## src/rtl/cfgs_pkg.sv

```systemverilog
package cfgs_pkg;
  typedef enum logic [1:0] {
    ST_IDLE = 2'd0,
    ST_PROG = 2'd1,
    ST_RUN  = 2'd2
  } cfgs_state_e;
endpackage

```

## src/rtl/cfgs_qual.sv

```systemverilog
module cfgs_qual #(
  parameter int unsigned QUAL_TICKS = 10
) (
  input  logic clk_i,
  input  logic rst_ni,
  input  logic tick_i,
  input  logic glob_cfg_i,
  input  logic idle_i,
  input  logic launch_i,
  output logic qual_o
);
  localparam int unsigned LW = $clog2(QUAL_TICKS + 2);
  localparam logic [LW-1:0] LO_SAT = LW'(QUAL_TICKS + 1);

  logic [LW-1:0] lo_cnt;
  logic          armed;

  // saturating count of ticks seen while the level stays low
  always_ff @(posedge clk_i or negedge rst_ni) begin
    if (!rst_ni) begin
      lo_cnt <= '0;
    end else if (glob_cfg_i) begin
      lo_cnt <= '0;
    end else if (tick_i && lo_cnt != LO_SAT) begin
      lo_cnt <= lo_cnt + 1'b1;
    end
  end

  // re-arm only on a high level observed while idle
  always_ff @(posedge clk_i or negedge rst_ni) begin
    if (!rst_ni) begin
      armed <= 1'b0;
    end else if (launch_i) begin
      armed <= 1'b0;
    end else if (glob_cfg_i && idle_i) begin
      armed <= 1'b1;
    end
  end

  assign qual_o = armed && !glob_cfg_i && (lo_cnt == LO_SAT);
endmodule

```

## src/rtl/cfgs_div.sv

```systemverilog
module cfgs_div #(
  parameter int unsigned CCLK_DIV = 4
) (
  input  logic clk_i,
  input  logic rst_ni,
  input  logic run_i,
  input  logic tick_i,
  output logic pulse_o
);
  localparam int unsigned DW = (CCLK_DIV > 1) ? $clog2(CCLK_DIV) : 1;
  localparam logic [DW-1:0] DLAST = DW'(CCLK_DIV - 1);

  logic [DW-1:0] div_cnt;

  always_ff @(posedge clk_i or negedge rst_ni) begin
    if (!rst_ni) begin
      div_cnt <= '0;
    end else if (!run_i) begin
      div_cnt <= '0;
    end else if (tick_i) begin
      div_cnt <= (div_cnt == DLAST) ? '0 : div_cnt + 1'b1;
    end
  end

  assign pulse_o = run_i && tick_i && (div_cnt == DLAST);
endmodule

```

## src/rtl/cfgs_seq.sv

```systemverilog
module cfgs_seq
  import cfgs_pkg::*;
#(
  parameter int unsigned PROG_TICKS = 2,
  parameter int unsigned RUN_TICKS  = 975000
) (
  input  logic        clk_i,
  input  logic        rst_ni,
  input  logic        start_i,
  input  logic        tick_i,
  output cfgs_state_e state_o
);
  localparam int unsigned MAXT = (PROG_TICKS > RUN_TICKS) ? PROG_TICKS : RUN_TICKS;
  localparam int unsigned TW = $clog2(MAXT + 1);
  localparam logic [TW-1:0] PROG_LAST = TW'(PROG_TICKS - 1);
  localparam logic [TW-1:0] RUN_LAST  = TW'(RUN_TICKS - 1);

  cfgs_state_e   state;
  logic [TW-1:0] tcnt;

  always_ff @(posedge clk_i or negedge rst_ni) begin
    if (!rst_ni) begin
      state <= ST_IDLE;
      tcnt  <= '0;
    end else begin
      case (state)
        ST_IDLE: begin
          if (start_i) begin
            state <= ST_PROG;
            tcnt  <= '0;
          end
        end
        ST_PROG: begin
          if (tick_i) begin
            if (tcnt == PROG_LAST) begin
              state <= ST_RUN;
              tcnt  <= '0;
            end else begin
              tcnt <= tcnt + 1'b1;
            end
          end
        end
        ST_RUN: begin
          if (tick_i) begin
            if (tcnt == RUN_LAST) begin
              state <= ST_IDLE;
              tcnt  <= '0;
            end else begin
              tcnt <= tcnt + 1'b1;
            end
          end
        end
        default: begin
          state <= ST_IDLE;
          tcnt  <= '0;
        end
      endcase
    end
  end

  assign state_o = state;
endmodule

```

## src/rtl/cfg_start_ctrl.sv

```systemverilog
module cfg_start_ctrl
  import cfgs_pkg::*;
#(
  parameter int unsigned QUAL_TICKS = 10,
  parameter int unsigned PROG_TICKS = 2,
  parameter int unsigned CCLK_DIV   = 4,
  parameter int unsigned RUN_TICKS  = 975000
) (
  input  logic clk_i,
  input  logic rst_ni,
  input  logic tick_i,
  input  logic glob_cfg_i,
  input  logic rack_cfg_i,
  input  logic enb_cfg_i,
  input  logic enb_xmit_i,
  input  logic src_mtg_i,
  input  logic rom_alt_i,
  output logic prog_no_o,
  output logic cfg_clk_o,
  output logic led_o,
  output logic busy_o
);
  cfgs_state_e state;
  logic        qual;
  logic        idle;
  logic        start;
  logic        unused_sel;

  // source selects and rack level are deliberately dropped
  assign unused_sel = rack_cfg_i ^ src_mtg_i ^ rom_alt_i;

  assign idle  = (state == ST_IDLE);
  assign start = idle && qual && enb_cfg_i && !enb_xmit_i;

  cfgs_qual #(.QUAL_TICKS(QUAL_TICKS)) u_qual (
    .clk_i     (clk_i),
    .rst_ni    (rst_ni),
    .tick_i    (tick_i),
    .glob_cfg_i(glob_cfg_i),
    .idle_i    (idle),
    .launch_i  (start),
    .qual_o    (qual)
  );

  cfgs_seq #(.PROG_TICKS(PROG_TICKS), .RUN_TICKS(RUN_TICKS)) u_seq (
    .clk_i  (clk_i),
    .rst_ni (rst_ni),
    .start_i(start),
    .tick_i (tick_i),
    .state_o(state)
  );

  cfgs_div #(.CCLK_DIV(CCLK_DIV)) u_div (
    .clk_i  (clk_i),
    .rst_ni (rst_ni),
    .run_i  (state == ST_RUN),
    .tick_i (tick_i),
    .pulse_o(cfg_clk_o)
  );

  assign prog_no_o = (state != ST_PROG);
  assign led_o     = (state == ST_RUN);
  assign busy_o    = !idle;
endmodule

```

## config.mk

```make
export PLATFORM = sky130hd
export DESIGN_NAME = cfg_start_ctrl
export DESIGN_NICKNAME = d
export VERILOG_FILES = /design/src/rtl/cfgs_pkg.sv /design/src/rtl/cfgs_qual.sv /design/src/rtl/cfgs_div.sv /design/src/rtl/cfgs_seq.sv /design/src/rtl/cfg_start_ctrl.sv
export SDC_FILE = /design/constraint.sdc
export NUM_CORES = 1
export LEC_CHECK = 0
export BUFFER_PORTS_ARGS = -buffer_cell sky130_fd_sc_hd__buf_2
export CORE_ASPECT_RATIO = 0.7
export CORE_MARGIN = 3
export CORE_UTILIZATION = 59
export CTS_BUF_LIST = sky130_fd_sc_hd__clkbuf_16
export DETAILED_ROUTE_END_ITERATION = 8
export GPL_TIMING_DRIVEN = 0
export PLACE_DENSITY = 0.82
export REMOVE_ABC_BUFFERS = 1
export SYNTH_ARGS = -nofsm -noshare
export SYNTH_HDL_FRONTEND = slang
export SYNTH_SLANG_ARGS = --single-unit
```

## constraint.sdc

```tcl
create_clock -name clk_i -period 2.6 [get_ports clk_i]
set_input_delay 0.26 -clock clk_i [delete_from_list [all_inputs] [get_ports clk_i]]
set_output_delay 0.26 -clock clk_i [all_outputs]
set_load 0.02 [all_outputs]
```

== After elaboration in Yosys (flattened, before gate mapping) ==
Index checks and enable logic that the tools add are counted.
Word-level totals
  bits in registers: 29
  bits of input ports: 9
  output and inout port bits: 4
  logic and storage cells: 57
Cells by class
  add/subtract/negate cells: 3
  eq/ne operators: 13
  muxes and demuxes: 19
  reductions and logical operators: 17
Operators with widths (count)
  $mux 20: 5
  $pmux 20 s3: 1
  $add 20x1->20 const B: 1
  $eq 20x1->1 const B: 1
  $eq 20x20->1 const B: 1
  $mux 2: 8
  $logic_and 1x1->1: 9
  $mux 4: 2
  $ne 2x1->1 const B: 3
  $ne 2x2->1 const B: 3
  $pmux 2 s3: 1
  $reduce_and 5->1: 1
  $add 4x1->4 const B: 1
  $eq 2x2->1 const B: 2
  $eq 4x4->1 const B: 1
  $ne 4x4->1 const B: 1
  $reduce_bool 2->1: 2
  $logic_not 1->1: 3
  $reduce_and 3->1: 1
  $add 2x1->2 const B: 1
  $eq 2x1->1 const B: 1
  $logic_not 2->1: 1
  $mux 1: 2

== Longest topological paths before layout ==
Gate-level depths: netlist of run 1.
  word-level depth: 8
  depth in mapped cells: 9
  mapped depth without buffers: 8

== Hierarchy ==
Synthesis of run 1 repeated with hierarchy kept, for this count alone.
Unflattened totals
  cells, all modules: 179
  area total of the unflattened synthesis: 1736.7 sq um
Modules (own cells, without submodules)
  cfgs_seq: instances 1, cells each 140, area each 1328.8 sq um, seq. area each 550.5 sq um
  cfgs_qual: instances 1, cells each 25, area each 270.3 sq um, seq. area each 125.1 sq um
  cfgs_div: instances 1, cells each 8, area each 101.3 sq um, seq. area each 50.0 sq um
  cfg_start_ctrl: instances 1, cells each 6, area each 36.3 sq um, seq. area each 0.0 sq um

== Least setup slack after synthesis of run 1 ==
OpenSTA, ideal clock, no wires.
  path type: register to register
  from: register u_seq.state[0] (netlist: u_seq.state_o[0])
  to: register u_seq.tcnt[7]
  setup time: 0.126 ns
  arrival: 2.084 ns
  required time: 2.474 ns
  slack: 0.390 ns
  stages on the path, launching flop included: 9
  path buffers: 1
  clock period less this slack: 2.210 ns
  path through: dfrtp_1 > inv_1 > ha_1 > inv_1 > or4_1 > inv_1 > o22ai_1 > buf_2 > a221o_1
On the way
  longest elaborated chain between the ends: 6
  elaborated cells between the ends (all ways): 11
  classes of those cells: eq/ne (5); mux (1); reduce/logical (5)
Ends and longest elaborated chain
  start, declared: line cfgs_seq.sv:18  | cfgs_state_e state;
  start signal, assigned: line cfgs_seq.sv:23  | state <= ST_IDLE;
  start signal, assigned: line cfgs_seq.sv:29  | state <= ST_PROG;
  start signal, assigned: line cfgs_seq.sv:36  | state <= ST_RUN;
  $logic_not 2->1: line cfgs_seq.sv:26, cfg_start_ctrl.sv:32
  $logic_and 1x1->1 (3 in a row): line cfg_start_ctrl.sv:33  | assign start = idle && qual && enb_cfg_i && !enb_xmit_i;
  $ne 2x1->1 (no source line)
  $reduce_and 3->1 (no source line)
  end signal, assigned: line cfgs_seq.sv:39  | tcnt <= tcnt + 1'b1;
  end signal, assigned: line cfgs_seq.sv:49  | tcnt <= tcnt + 1'b1;
  end, declared: line cfgs_seq.sv:19  | logic [TW-1:0] tcnt;
Several ways; a longest one is shown, not always the timed one.
A chain may end at the register's enable or synchronous reset.

== Worst setup path in the final report of run 1 ==
  from: register u_seq.state[1] (netlist: u_seq.state_o[1])
  to: register u_seq.tcnt[14]
The elaborated chain is that of the path after synthesis.

==> results of run 1 <==
==> Yosys cell counts, types with 5 or more instances <==
| library cell | count |
|---|---|
| dfrtp_1 | 29 |
| nand2_1 | 21 |
| nand3_1 | 16 |
| nor2_1 | 15 |
| a31oi_1 | 9 |
| ha_1 | 8 |
| inv_1 | 8 |
| o21ai_0 | 8 |
| nand4_1 | 7 |
| nor2b_1 | 7 |
| a22o_1 | 6 |
| and3_1 | 5 |
==> power by group <==
group / total (W) / internal, W / switching, W
Combinational: 0.000777 / 0.000266 / 0.000511
Sequential: 0.000546 / 0.000499 / 0.0000475
Clock: 0.000539 / 0.000346 / 0.000193
Total: 0.00186 / 0.00111 / 0.000752
==> stage by stage <==
stage	hold slack (ns)	utilization [%]	total power [W]
floorplan	-0.0356	-	0.00102
global placement	0.309	67.8	0.00117
detailed placement	0.318	67.8	0.00121
CTS	0.0348	74.0	0.00179
global route	0.0596	75.0	0.00195
finish	0.00951	75.0	0.00186
==> metal layers <==
layer,vias to the layer above,part of all wire [%],GRT usage [%]
met1,766,41,33.0
met4,0,1.6,13.4
li1,716,-,-
met3,10,9.2,7.07
met2,98,48,40.2
met5,-,0,0
==> layout make-up <==
cell class                 count  area, sq um  share of cell area [%]
multi-input combinational    143          960                    49.0
sequential                    29          726                    37.1
clock buffer                   5          125                    6.39
timing repair buffer          11         60.1                    3.07
tap                           34         42.5                    2.17
inverter                       8         30.0                    1.53
clock inverter                 3         13.8                   0.703
==> worst max-delay path by stage <==
| stage | endpoint | slack [ns] | cells after the start |
|---|---|---|---|
| floorplan | u_seq.tcnt[11] | 0.24 | 7 |
| global placement | u_seq.tcnt[9] | -0.08 | 7 |
| detailed placement | u_seq.tcnt[11] | -0.24 | 7 |
| CTS | u_seq.state_o[0] | 0.01 | 7 |
| global route | u_seq.tcnt[14] | -0.06 | 8 |
| finish | u_seq.tcnt[14] | 0.03 | 8 |
==> state kept, by name (all words and copies together) (netlist names) <==
name / flops
u_qual.lo_cnt: 4
u_div.div_cnt: 2
u_qual.armed: 1
u_seq.state_o: 2
u_seq.tcnt: 20
==> cells by family after synthesis <==
kind of cell	share of synthesized area (%)
flops	42.4
fa+ha+maj	5.85
mux	1.83
compound gates	20.0
simple gates	25.4
xor+xnor	1.02
buf+inv	3.51
==> what timing repair did <==
item | CTS | global route
pin swaps | 1 | 1
setup endpoints to repair | 10 | 15
cloned | 0 | 0
gates resized for setup | 4 | 2
buffers inserted | 0 | 2
==> metrics.yaml, run 1 <==
clock_network:
  cts_tree: "done"
  cts-hold-fix-buffers: 0
  clkTransAtPathRegs_ns: 0.05
  cts_buffer_depth: 2
  cts_root_buf: "clkbuf_16"
  cts.sinks: 29
  cts_max_level: 2
  cts_buffers: 5
  clk_latency_ns: 0.27
timing:
  slew_violations: 0
  skew_ns: 0.00577
  hold_violations: 0
  finalSetupViolations: 0
  fin_crit_sh_pct: 98.9
  fmax_mhz: 389
  fin_crit_ns: 2.57
  worst_slack_ns: 0.0277
  fin_tns_setup_ns: 0
  tightestPinTransition_ns: 0.818
  slew_headroom_pct: 45.1
floorplanning:
  fp.dieH_microns: 51.1
  coreArea_sq_um: 2610
  rows: 15
  die_area_sq_um: 3590
  io_pins: 13
  fp.dieW_microns: 70.4
  initial_core_util_pct: 65.6
power:
  cellPowerDensity_nw_per_um2: 952
  leakage_nw: 0.879
  ir_worst_vdd_mv: 0.625
worst_setup_path:
  timing.rr.start: "u_seq.state_o[1]"
  startpoint: "u_seq.state_o[1]"
  arrival_ns: 2.76
  crit_family: "compound AO/OA/AOI/OAI gates"
  cp-start-kind: "register"
  critPathKind: "register to register"
  r2r_setup_slack_ns: 0.03
  reg2regPathDepth: 8
  slowest_delay_ns: 0.63
  r2r_end: "u_seq.tcnt[14]"
  crit_top_cell: "inv_1"
  path_max_fanout: 13
  worst_setup_path_end_kind: "register"
  crit_required_ns: 2.78
  cp_slowest_cell: "or4_1"
  critPathBufInv: 3
  crit_chain: "inv_1 -> ha_1 -> inv_1 -> or4_1 -> inv_1 -> o22ai_2 -> o31a_1 -> a31oi_1"
cells_and_area:
  layout_common_cells: "29 x dfrtp_1, 20 x nand2_1, 16 x nand3_1"
  fill_cells: 168
  antenna_cells: 0
  fin_nets: 215
  final_common_cell: "dfrtp_1"
  layout-drive-gt1-share_pct: 14.6
  final_cells: 233
  stdcell_area_sq_um: 1960
  syn_to_final_growth_pct: 14.3
yosys:
  synth-async-reset-ratio_pct: 100
  syn_inst: 187
  synthTopCellsByArea: "dfrtp_1 42%, ha_1 5.8%, nand3_1 4.7%"
  ys.flop_type: "dfrtp_1"
  ys_warn_count: 0
  synth_area_sq_um: 1710
  syn_area_per_cell_sq_um: 9.15
  ys_ff_latch: 29
  synthDistinctLibCells: 37
  yosysTopAreaCellShare_pct: 42.4
  ys_seq_area_share_pct: 42.4
  synth_area_leader_cell: "dfrtp_1"
  synth_edf_count: 0
grt:
  antenna_found_initial: 0
  grt_pass1_vias: 1502
  grt_start_max_net_pins: 30
  track_usage_pct: 25.8
  grt_first_pass_wirelength_microns: 7090
  overflow: 0
worst_hold_path:
  holdCritPathClass: "primary input to async pin"
status:
  status: "completed"
drt:
  dr.pass1.iters: 5
  drt-initial-drc-count: 192
  drc: 0
  wl_per_cell_microns: 19.2
  vias_per_cell: 6.82
  vias: 1590
  final_antenna_net_count: 0
  drt_wl_total_microns: 4470
placed_design:
  hpwl_microns: 2900
  placed_area_sq_um: 1770
  io_buffers: 9
  pre_cts_ws_ns: -0.239
  gp_congestion: 0.835
  placed_cells: 223
flow_run:
  max_cap_violations: 0
(Power assumes the default switching activity.)
==> inputs of run 2 (changes only) <==
ABC_AREA = 1   (was unset)
CORE_UTILIZATION = 60   (was 59)
HOLD_SLACK_MARGIN = 0.1   (was unset)
PLACE_DENSITY = 0.83   (was 0.82)
==> run 2 against run 1 <==
Net effect: hold slack better by 0.19 ns; design area grew 12%; clock power grew 17%; global-route usage fell by 1.0 points; routed wire length down 4.1%; combinational power is 22% lower; critical path type unchanged; critical endpoint is now u_seq.tcnt[19]; largest power group is now the clock network.
==> metrics.yaml, run 2 <==
power:
  p_comb_share_pct: 34.6
  p_sw_w: 0.000667
  seqPwrFrac_pct: 29.4
  leakage_nw: 1.04
  p_clk_share_pct: 36.0
  p_sw_share_pct: 38.2
  ir_worst_vdd_mv: 0.588
  power.internal_w: 0.00108
  cellPowerDensity_nw_per_um2: 799
clock_network:
  clkTransAtPathRegs_ns: 0.05
  cts_max_level: 2
  cts_root_buf: "clkbuf_16"
  cts-hold-fix-buffers: 1
  post_cts_resized: 0
  cts.sinks: 29
  cts_tree: "done"
  cts_buffers: 5
  post_cts_buffers: 0
  clk_latency_ns: 0.27
  cts_buffer_depth: 2
worst_setup_path:
  critPathKind: "register to register"
  slowest_delay_ns: 0.69
  arrival_ns: 2.37
  worst_setup_path_end_kind: "register"
  reg2regPathDepth: 10
  crit_chain: "inv_1 -> ha_1 -> inv_1 -> nor2_2 -> nand3_2 -> a21boi_2 -> nand3_1 -> nand2_1 -> nand2_1 -> nor2_1"
  timing.rr.start: "u_seq.state_o[1]"
  crit_required_ns: 2.80
  startpoint: "u_seq.state_o[1]"
  path_max_fanout: 20
  cp_slowest_cell: "a21boi_2"
  cp-start-kind: "register"
yosys:
  ys_warn_count: 0
  synth_compound_area_share_pct: 6.22
  synthMuxAreaShare_pct: 0
  synth_area_sq_um: 1970
  synth_common_cells: "70 x nand2_1, 57 x nor2_1, 36 x inv_1, 29 x dfrtp_1, 25 x nand3_1"
  synth_area_leader_cell: "dfrtp_1"
  synthXorXnorAreaFrac_pct: 4.00
  synthDistinctLibCells: 28
  yosysTopAreaCellShare_pct: 36.8
  synth_most_common_cell: "nand2_1"
  synth-async-reset-ratio_pct: 100
  synthAdderAreaFrac_pct: 5.08
  ys.flop_type: "dfrtp_1"
  ys_ff_latch: 29
  synth_top_family_by_area: "simple AND/OR/NAND/NOR gates"
  ys_seq_area_share_pct: 36.8
  synthTopCellsByArea: "dfrtp_1 37%, nand2_1 13%, nor2_1 11%"
  synth_edf_count: 0
  syn_area_per_cell_sq_um: 7.04
  syn_inst: 280
  synth-simple-area-share_pct: 38.4
cells_and_area:
  multi_input_area_sq_um: 1060
  layout-drive-gt1-share_pct: 10.6
  finish.utilization_pct: 73.8
  top_regs: "u_seq.tcnt: 20 flops, u_qual.lo_cnt: 4 flops"
  antenna_cells: 0
  top_register: "u_seq.tcnt"
  regArea_sq_um: 726
  syn_to_final_growth_pct: 10.9
  layout_common_cells: "70 x nand2_1, 57 x nor2_1, 37 x inv_1"
  final_common_cell: "nand2_1"
  fin_nets: 308
  stdcell_area_sq_um: 2190
  largest_register_ffs: 20
  fill_cells: 247
timing:
  slew_violations: 0
  worst_slack_ns: 0.432
  rsz0062_at_grt: "no"
  fin_crit_sh_pct: 83.4
  tightestPinTransition_ns: 0.835
  hold_violations: 0
  slew_headroom_pct: 44.0
  fmax_mhz: 461
  finalSetupViolations: 0
  fin_crit_ns: 2.17
  skew_ns: 0.00262
  hold_ws_ns: 0.202
  fin_tns_setup_ns: 0
worst_hold_path:
  hp-start: "glob_cfg_i"
  holdCritPathClass: "primary input to register"
  whs_path_depth: 2
drt:
  drt-initial-drc-count: 195
  wl_per_cell_microns: 13.1
  vias: 1781
  drt_wl_total_microns: 4290
  final_antenna_net_count: 0
  dr.pass1.iters: 6
  vias_per_cell: 5.43
  drc: 0
grt:
  grt_pass1_vias: 1558
  overflow: 0
  track_usage_pct: 24.8
  antenna_found_initial: 0
  grt_start_max_net_pins: 30
  grt_first_pass_wirelength_microns: 7310
placed_design:
  pre_cts_ws_ns: 0.422
  hpwl_microns: 3130
  io_buffers: 9
  placed_area_sq_um: 2010
  gp_congestion: 0.917
floorplanning:
  fp.dieH_microns: 54.0
  fp.dieW_microns: 74.5
  rows: 16
  die_area_sq_um: 4020
  initial_core_util_pct: 66.5
  io_pins: 13
  coreArea_sq_um: 2960
flow_run:
  max_cap_violations: 0
status:
  status: "completed"
[run 2: changes by cell type in the layout (fill, tap and decap cells not counted), sizes merged, moves of 3 or more]
cell | previous run | this run
and3 | 5 | 0
nand2 | 21 | 73
xor2 | 2 | 8
a22o | 6 | 0
o311ai | 4 | 0
o31ai | 4 | 1
nor2b | 7 | 0
nor2 | 16 | 63
nand3 | 16 | 26
inv | 9 | 38
a31oi | 9 | 0
nor4 | 4 | 0
[run 2: area by class of cell]
class | count | area share (%)
Multi-Input combinational cell | 208 | 48.4
Sequential cell | 29 | 33.2
Inverter | 37 | 6.35
Clock buffer | 5 | 5.72
Timing Repair Buffer | 10 | 2.52
Tap cell | 36 | 2.06
Clock inverter | 3 | 1.72
[run 2: worst max-delay path: cells and delay by family, from the launching register on]
kind                     cells  cell delay (ns)
buffers and inverters        2             0.21
AO/OA/AOI/OAI                1             0.69
AND/OR/NAND/NOR              6             0.59
flip-flops                   1             0.37
adder cells (fa/ha/maj)      1             0.23
[run 2: final timing paths]
path | slack, ns | endpoint
setup / recovery | 0.43 | u_seq.tcnt[19]
hold / removal | 0.20 | u_qual.lo_cnt[3]
max in group asynchronous | 1.63 | u_seq.tcnt[12]
setup reg to reg | 0.43 | u_seq.tcnt[19]
hold reg to reg | 0.49 | u_qual.armed
min in group asynchronous | 0.55 | u_seq.tcnt[6]
[run 2: routing by layer]
| layer | vias up | track usage, % | wire [microns] |
|---|---|---|---|
| met5 | - | 0 | 0 |
| met4 | 0 | 10.1 | 76 |
| met3 | 10 | 5.97 | 406 |
| met2 | 95 | 33.5 | 1700 |
| met1 | 774 | 37.2 | 2100 |
| li1 | 902 | - | - |
[run 2: logic make-up after synthesis]
logic type	Yosys count
XOR/XNOR	9
AO/OA/AOI/OAI	17
buffers and inverters	43
adder cells (fa/ha/maj)	8
flip-flops	29
AND/OR/NAND/NOR	174
[run 2: through the flow]
stage	total power [W]	cells
2_1_floorplan	0.000954	274
3_3_place_gp	0.00111	319
3_5_place_dp	0.00112	319
4_1_cts	0.00176	328
5_1_grt	0.00186	328
6_report	0.00175	328
[run 2: power groups by stage]
| stage | sequential [W] | clock [W] | combinational, W |
|---|---|---|---|
| 2_1_floorplan | 0.000514 | 0 | 0.000439 |
| 3_3_place_gp | 0.000519 | 0 | 0.000589 |
| 3_5_place_dp | 0.000521 | 0 | 0.000601 |
| 4_1_cts | 0.000513 | 0.000638 | 0.000604 |
| 5_1_grt | 0.000518 | 0.000665 | 0.000675 |
| 6_report | 0.000514 | 0.000628 | 0.000604 |
